===== config.mk =====
export PLATFORM = sky130hd
export DESIGN_NAME = fare_txn_ctrl
export DESIGN_NICKNAME = d
export VERILOG_FILES = /design/src/rtl/fare_pkg.sv /design/src/rtl/fare_sel_check.sv /design/src/rtl/fare_accum.sv /design/src/rtl/fare_fsm.sv /design/src/rtl/fare_txn_ctrl.sv
export SDC_FILE = /design/constraint.sdc
export NUM_CORES = 1
export LEC_CHECK = 0
export BUFFER_PORTS_ARGS = -buffer_cell sky130_fd_sc_hd__buf_2
export CAP_MARGIN = 20
export CORE_UTILIZATION = 25
export DETAILED_ROUTE_END_ITERATION = 6
export PLACE_DENSITY = 0.42
export SLEW_MARGIN = 10
export SYNTH_ARGS = -nofsm -noshare
export SYNTH_HDL_FRONTEND = slang
export SYNTH_SLANG_ARGS = --single-unit

===== constraint.sdc =====
create_clock -name clk -period 2.51 [get_ports clk]
set_input_delay 0.502 -clock clk [delete_from_list [all_inputs] [get_ports clk]]
set_output_delay 0.502 -clock clk [all_outputs]
set_load 0.05 [all_outputs]

===== src/rtl/fare_pkg.sv =====
`timescale 1ns/1ps
package fare_pkg;

   typedef enum logic [1:0] {
      ST_IDLE   = 2'd0,
      ST_SELECT = 2'd1,
      ST_PAY    = 2'd2,
      ST_ISSUE  = 2'd3
   } txn_state_t;

   localparam int NUM_TIERS = 3;

   function automatic int max3(input int a, input int b, input int c);
      int m;
      m = a;
      if (b > m) m = b;
      if (c > m) m = c;
      return m;
   endfunction

endpackage


===== src/rtl/fare_sel_check.sv =====
`timescale 1ns/1ps
module fare_sel_check
   import fare_pkg::*;
#(
   parameter int ROUTE_W    = 2,
   parameter int TIER_W     = 2,
   parameter int QTY_W      = 3,
   parameter int AMT_W      = 7,
   parameter int IDX_W      = 3,
   parameter int NUM_ROUTES = 2,
   parameter int PRICE_LO   = 3,
   parameter int PRICE_MID  = 5,
   parameter int PRICE_HI   = 10,
   parameter bit SHIFT_ADD  = 1'b0
) (
   input  logic [ROUTE_W-1:0] route,
   input  logic [TIER_W-1:0]  tier,
   input  logic [QTY_W-1:0]   qty,
   output logic               sel_ok,
   output logic [AMT_W-1:0]   fare_calc,
   output logic [IDX_W-1:0]   combo_idx
);

   logic [AMT_W-1:0] unit_price;
   logic             tier_ok;
   logic             route_ok;

   always_comb begin
      unit_price = '0;
      tier_ok    = 1'b1;
      case (int'(tier))
         0:       unit_price = AMT_W'(PRICE_LO);
         1:       unit_price = AMT_W'(PRICE_MID);
         2:       unit_price = AMT_W'(PRICE_HI);
         default: tier_ok    = 1'b0;
      endcase
   end

   assign route_ok  = int'(route) < NUM_ROUTES;
   assign sel_ok    = tier_ok && route_ok && (qty != '0);
   assign combo_idx = IDX_W'(int'(route) * NUM_TIERS + int'(tier));

   generate
      if (SHIFT_ADD) begin : g_shift_add
         always_comb begin
            fare_calc = '0;
            for (int b = 0; b < QTY_W; b++) begin
               if (qty[b]) fare_calc = fare_calc + (unit_price << b);
            end
         end
      end else begin : g_multiply
         assign fare_calc = unit_price * AMT_W'(qty);
      end
   endgenerate

endmodule


===== src/rtl/fare_accum.sv =====
`timescale 1ns/1ps
module fare_accum #(
   parameter int AMT_W   = 7,
   parameter int COIN_LO = 5,
   parameter int COIN_HI = 10
) (
   input  logic             clk,
   input  logic             rst,
   input  logic             clr,
   input  logic             add_en,
   input  logic             coin_lo,
   input  logic             coin_hi,
   output logic [AMT_W-1:0] paid
);

   logic [AMT_W-1:0] step;

   always_comb begin
      step = '0;
      if (coin_lo) step = step + AMT_W'(COIN_LO);
      if (coin_hi) step = step + AMT_W'(COIN_HI);
   end

   always_ff @(posedge clk) begin
      if (rst || clr)  paid <= '0;
      else if (add_en) paid <= paid + step;
   end

endmodule


===== src/rtl/fare_fsm.sv =====
`timescale 1ns/1ps
module fare_fsm
   import fare_pkg::*;
(
   input  logic       clk,
   input  logic       rst,
   input  logic       sel_ok,
   input  logic       confirm,
   input  logic       cancel,
   input  logic       covered,
   output txn_state_t state,
   output logic       accept,
   output logic       abort,
   output logic       done,
   output logic       add_en
);

   txn_state_t state_d;

   always_comb begin
      accept = (state == ST_SELECT) && confirm && sel_ok;
      abort  = (state == ST_PAY) && cancel;
      done   = (state == ST_PAY) && !cancel && covered;
      add_en = (state == ST_PAY) && !cancel && !covered;
   end

   always_comb begin
      state_d = state;
      unique case (state)
         ST_IDLE:   state_d = ST_SELECT;
         ST_SELECT: if (accept) state_d = ST_PAY;
         ST_PAY: begin
            if (abort)     state_d = ST_IDLE;
            else if (done) state_d = ST_ISSUE;
         end
         ST_ISSUE:  state_d = ST_IDLE;
         default:   state_d = ST_IDLE;
      endcase
   end

   always_ff @(posedge clk) begin
      if (rst) state <= ST_IDLE;
      else     state <= state_d;
   end

endmodule


===== src/rtl/fare_txn_ctrl.sv =====
`timescale 1ns/1ps
module fare_txn_ctrl
   import fare_pkg::*;
#(
   parameter int ROUTE_W    = 2,
   parameter int TIER_W     = 2,
   parameter int QTY_W      = 3,
   parameter int NUM_ROUTES = 2,
   parameter int PRICE_LO   = 3,
   parameter int PRICE_MID  = 5,
   parameter int PRICE_HI   = 10,
   parameter int COIN_LO    = 5,
   parameter int COIN_HI    = 10,
   parameter bit SHIFT_ADD  = 1'b0,
   localparam int MAX_QTY   = (1 << QTY_W) - 1,
   localparam int MAX_FARE  = max3(PRICE_LO, PRICE_MID, PRICE_HI) * MAX_QTY,
   localparam int MAX_PAID  = MAX_FARE - 1 + COIN_LO + COIN_HI,
   localparam int AMT_W     = $clog2(MAX_PAID + 1),
   localparam int NUM_COMBO = NUM_ROUTES * NUM_TIERS,
   localparam int IDX_W     = (NUM_COMBO > 1) ? $clog2(NUM_COMBO) : 1
) (
   input  logic                 clk,
   input  logic                 rst,
   input  logic [ROUTE_W-1:0]   route_sel,
   input  logic [TIER_W-1:0]    tier_sel,
   input  logic [QTY_W-1:0]     qty_sel,
   input  logic                 coin_lo,
   input  logic                 coin_hi,
   input  logic                 confirm,
   input  logic                 cancel,
   output logic [AMT_W-1:0]     paid_total,
   output logic [AMT_W-1:0]     fare,
   output logic [AMT_W-1:0]     change,
   output logic                 ticket_pulse,
   output logic [NUM_COMBO-1:0] combo_led
);

   generate
      if (PRICE_LO < 1 || PRICE_MID < 1 || PRICE_HI < 1) begin : g_bad_price
         $error("every price tier must be at least one unit");
      end
      if (COIN_LO < 1 || COIN_HI < 1) begin : g_bad_coin
         $error("note values must be positive");
      end
      if (TIER_W < 2) begin : g_bad_tier_w
         $error("tier code needs two bits for three tiers");
      end
      if (NUM_ROUTES < 1 || NUM_ROUTES > (1 << ROUTE_W)) begin : g_bad_routes
         $error("route count does not fit the route code");
      end
      if (QTY_W < 1) begin : g_bad_qty_w
         $error("quantity code needs at least one bit");
      end
   endgenerate

   txn_state_t           state_q;
   logic                 sel_ok;
   logic [AMT_W-1:0]     fare_calc;
   logic [IDX_W-1:0]     combo_idx;
   logic [IDX_W-1:0]     idx_q;
   logic [AMT_W-1:0]     fare_q;
   logic [AMT_W-1:0]     change_q;
   logic [NUM_COMBO-1:0] led_q;
   logic [NUM_COMBO-1:0] led_hit;
   logic                 accept, abort, done, add_en, covered;

   fare_sel_check #(
      .ROUTE_W   (ROUTE_W),
      .TIER_W    (TIER_W),
      .QTY_W     (QTY_W),
      .AMT_W     (AMT_W),
      .IDX_W     (IDX_W),
      .NUM_ROUTES(NUM_ROUTES),
      .PRICE_LO  (PRICE_LO),
      .PRICE_MID (PRICE_MID),
      .PRICE_HI  (PRICE_HI),
      .SHIFT_ADD (SHIFT_ADD)
   ) u_sel (
      .route    (route_sel),
      .tier     (tier_sel),
      .qty      (qty_sel),
      .sel_ok   (sel_ok),
      .fare_calc(fare_calc),
      .combo_idx(combo_idx)
   );

   fare_fsm u_fsm (
      .clk    (clk),
      .rst    (rst),
      .sel_ok (sel_ok),
      .confirm(confirm),
      .cancel (cancel),
      .covered(covered),
      .state  (state_q),
      .accept (accept),
      .abort  (abort),
      .done   (done),
      .add_en (add_en)
   );

   fare_accum #(
      .AMT_W  (AMT_W),
      .COIN_LO(COIN_LO),
      .COIN_HI(COIN_HI)
   ) u_acc (
      .clk    (clk),
      .rst    (rst),
      .clr    (accept),
      .add_en (add_en),
      .coin_lo(coin_lo),
      .coin_hi(coin_hi),
      .paid   (paid_total)
   );

   assign covered = paid_total >= fare_q;

   always_ff @(posedge clk) begin
      if (rst) begin
         fare_q   <= '0;
         change_q <= '0;
         idx_q    <= '0;
      end else if (accept) begin
         fare_q   <= fare_calc;
         change_q <= '0;
         idx_q    <= combo_idx;
      end else if (abort) begin
         change_q <= paid_total;
      end else if (done) begin
         change_q <= paid_total - fare_q;
      end
   end

   for (genvar i = 0; i < NUM_COMBO; i++) begin : g_led
      assign led_hit[i] = done && (idx_q == IDX_W'(i));
   end

   always_ff @(posedge clk) begin
      if (rst || accept) led_q <= '0;
      else               led_q <= led_q | led_hit;
   end

   assign fare         = fare_q;
   assign change       = change_q;
   assign combo_led    = led_q;
   assign ticket_pulse = (state_q == ST_ISSUE);

endmodule


==> metrics list <==
- For hold timing, the worst endpoint is combo_led[0].
- Multiplexer fraction of the synthesized cell area: under 10%
* Share of post-route cells with drive strength above 1: around a quarter
* Xor-xnor portion of the synthesized cell area: under 10%
* Routed length per placed instance: approximately 14 um
- Synthesis-stage register bit count: 32
- Yosys mapped the design onto 50 distinct sky130hd cell types.
* Startpoint of the worst-slack reg-to-reg timing path: fare[4]
- Across the VDD grid, the largest voltage drop is 189 uV.
- Measured along the y axis, the die boundary spans between 90 and 100 um.
- Leakage: ~1.3 nW
- After synthesis, the largest area contributor takes up a little under 30% of total cell area.
* Antenna violations before repair: 0
* Terminus of the critical flop-to-flop path: combo_led[2]
* Largest stage delay, worst path: ~440 ps
- The most used flip-flop cell after synthesis is dfxtp_1.
* Iter 0 DRT Violations: between 70 and 80
- Summed over all instances, the cell type with the most area after synthesis is dfxtp_1.
- Across all register-to-register paths, the minimum setup slack is 310 ps.
* Worst hold margin: approximately 480 ps
- The repair_antennas step left the layout with diodes totalling 0.
* Detailed-route DRC error count: 0
- Hold Violations, Final: 0
- Number of failing setup endpoints in the final timing report: 0
* List of cells traversed by the critical path: buf_2 -> nor2b_2 -> nand2_1 -> fa_1 -> inv_1 -> ha_1 -> inv_1 -> fa_1 -> nor2b_1 -> o21a_1 -> nor3_1 -> a211oi_1
* Post-layout instance area: between 2000 and 3000 um^2
- The floorplan step defined a core boundary enclosing 8380 um^2.
* Port Buf Inserts: 40
- During I/O placement, the number of pins put on the boundary was a little over 40.
* Clock sinks: 32
- Max H-tree Level: 2
- The worst hold path passes through 2 cells.
- Highest clock rate: ~440 MHz
* Fin Clk Skew: between 3 and 4 ps
* Via count of the first global-routing pass: between 1,500 and 2,000
- Setup Slack @ Placement: -165 ps
* Die footprint: between 9000 and 10,000 um^2
- Along the worst path, the maximum fanout reaches 6.
* Leading cell type in the layout, fill and taps excluded: buf_2
* Leading cell types in the layout, fill and taps excluded: 40 x buf_2, 32 x dfxtp_1, 24 x nor2_1, 20 x inv_1, 19 x ha_1
- The count of nets left with antenna violations once routing finished came out at 0.
- Post-synthesis compound-gate area fraction: between 20% and 30%
* Post-detailed-placement half-perimeter wirelength: 4.39 mm
- Starting Density: 26.4%
- Net count after synthesis: 291
- Cells fill between 30% and 40% of the core in the end.
* Max-cap violation count: 0
* Cell with the largest stage delay on the worst path: fa_1
- Critical setup path kind: primary input to flip-flop
- Summing the areas of all and, or, nand and nor instances in the mapped netlist gives roughly a fifth of the synthesized area.
- Power per standard cell area: between 400 and 500 nW/um^2
* Number of rows in the core area: 33
- Overflow left after global routing: 0
- Outcome: completed
- Main combinational cell family by area after synthesis: compound AO/OA/AOI/OAI gates
- Clock tree from TritonCTS: done
- Async S/R FF share, synth: 0%
- Overall routing resource usage: between 10 and 15%
* Horizontal die dimension: around 96 um
* Critical path capture point type: flip-flop
* Slack of the critical path: between 200 and 250 ps
- STA classifies the critical path startpoint as a primary input.
- The first detailed-routing pass took 4 iterations.
- After synthesis, the cell types taking the most area are dfxtp_1 29%, ha_1 11%, fa_1 5.4%, a21oi_1 4.1%, mux2i_1 4.1%.
- Summing the areas of all fa, ha and maj instances in the mapped netlist gives 16.2% of the synthesized area.
- First-pass GRT wire length: about 8.9 mm
- Clock-pin slew was measured on the worst setup and hold paths at 70 ps.
* Overall routed net length: about 5.5 mm
- During synthesis, Yosys emitted a total of 0 warnings.
- GP Congestion: about 0.72
* Number of synthesized flops with an enable pin: 0
- Count of hold-fix buffers inserted at cts: 0
* RSZ-0062 raised after global routing: no
* Data arrival, critical path: between 2000 and 3000 ps
* Depth of the worst register-to-register path: 8
- For this run, the post-layout net count is between 300 and 400.
- The cell area that synthesis handed to floorplanning was about 2200 um^2.
* Required time reported for the critical path endpoint: about 2700 ps
- Post-layout min period: around 2300 ps
- Slew Limit Headroom: between 50% and 60%
- From synthesis to final layout, the design area changed by 21.7%.
* Part of the Yosys area used for sequential elements: between 20% and 30%
* Pin slew with the least headroom to its limit: about 660 ps
- The worst hold path belongs to the class flip-flop to flip-flop.
- The tree is rooted in a clkbuf_8.
* Total via count after detailed routing: about 2,000
- In this run the cell area measured after placement is 2580 um^2.
* Hold wc startpoint: combo_led[0]
- After synthesis, the mean cell area works out to ~8.7 um^2.
* Filler Cells Inserted: about 930
* Maximum number of pins on one net before global-route repair: 17
- Dividing the final minimum period by the clock period gives between 90% and 100%.
- The longest clock path from root to sink contains 2 buffers.
- Mapped Cells: between 200 and 300
* Average via count per standard cell: 4.77
- CTS buffer count: 5
- The number of max-slew violations in the final report is 0.
- At the later pin of the worst-skew pair, clock insertion delay measures 290 ps.
worst max-delay path by stage:
stage | startpoint | end | slack [ps] | cells after the start
floorplan | tier_sel[0] | fare[6] | 180 | 11
global route | tier_sel[0] | fare[6] | 40 | 12
detailed placement | tier_sel[0] | fare[6] | -160 | 12
finish | tier_sel[0] | fare[6] | 210 | 12
CTS | tier_sel[0] | fare[6] | 150 | 12
global placement | tier_sel[0] | fare[6] | -70 | 12
synthesized netlist by cell type, types with 2 or more instances:
cell type  count
a211oi_1       4
a21oi_1       18
nor3b_1        3
buf_6          2
nor2b_1       10
a21o_1         2
clkbuf_1       3
dfxtp_1       32
a32oi_1        3
mux2i_1        9
nand3b_1       2
nor3_1         4
xnor2_1        6
and2_1         4
o21ai_0        9
or3_1          4
o211ai_1       6
mux2_2         2
nand2_1       14
nand2b_1      10
inv_1         20
fa_1           6
a31oi_1        5
xor2_1         2
o21a_1         2
a41oi_1        4
ha_1          19
nor2_1        24
buf_2          3
through the flow:
stage	power [mW]	std cells	TNS (ps)
floorplan	0.673	253	0
detailed placement	0.734	401	-276
global route	1.29	409	0
finish	1.22	409	0
CTS	1.24	409	0
global placement	0.733	401	-74.0
critical path, delay by kind of cell:
family	cells	cell delay, ps
adders and majority gates	3	970
and+or+nand+nor	4	460
AOI/OAI and AO/OA	2	320
buffers and inverters	3	240
area by class of cell:
class / instances / area (um^2) / share of cell area, %
well taps: 105 / 131 / 4.88
flip-flops and latches: 32 / 641 / 23.8
repair buffers: 52 / 290 / 10.8
inverters: 20 / 75.1 / 2.79
multi-input cells: 192 / 1440 / 53.6
clock buffers: 5 / 68.8 / 2.56
clock inverters: 3 / 42.5 / 1.58
flip-flops by register name, summed over array words and instances (netlist names):
| register | flops |
|---|---|
| idx_q | 3 |
| combo_led | 6 |
| u_acc.paid | 7 |
| fare | 7 |
| u_fsm.state | 2 |
| change | 7 |
logic make-up after synthesis:
kind of cell,Yosys count
AOI/OAI and AO/OA,65
xor gates and xnor gates,8
adders and majority gates,25
buffers and inverters,29
DFF,32
muxes,11
and+or+nand+nor,83
layer usage:
layer | GRT usage [%] | up-vias | part of all wire, %
met2 | 19.7 | 47 | 42
met5 | 0 | - | 0
met3 | 2.53 | 6 | 4.2
li1 | - | 992 | -
met4 | 3.73 | 0 | 1.3
met1 | 17.8 | 906 | 53
power breakdown:
| part | internal [mW] | switching (mW) |
|---|---|---|
| registers | 0.515 | 0.00818 |
| logic | 0.0811 | 0.116 |
| clock network | 0.294 | 0.208 |
| total | 0.890 | 0.333 |
timing repair:
item / 4_1_cts / 5_1_grt
endpoints found under the setup margin: 0 / 1
buffers inserted: 0 / 0
resized for setup: 0 / 1
Note: power is estimated with default switching activity, not from simulation.
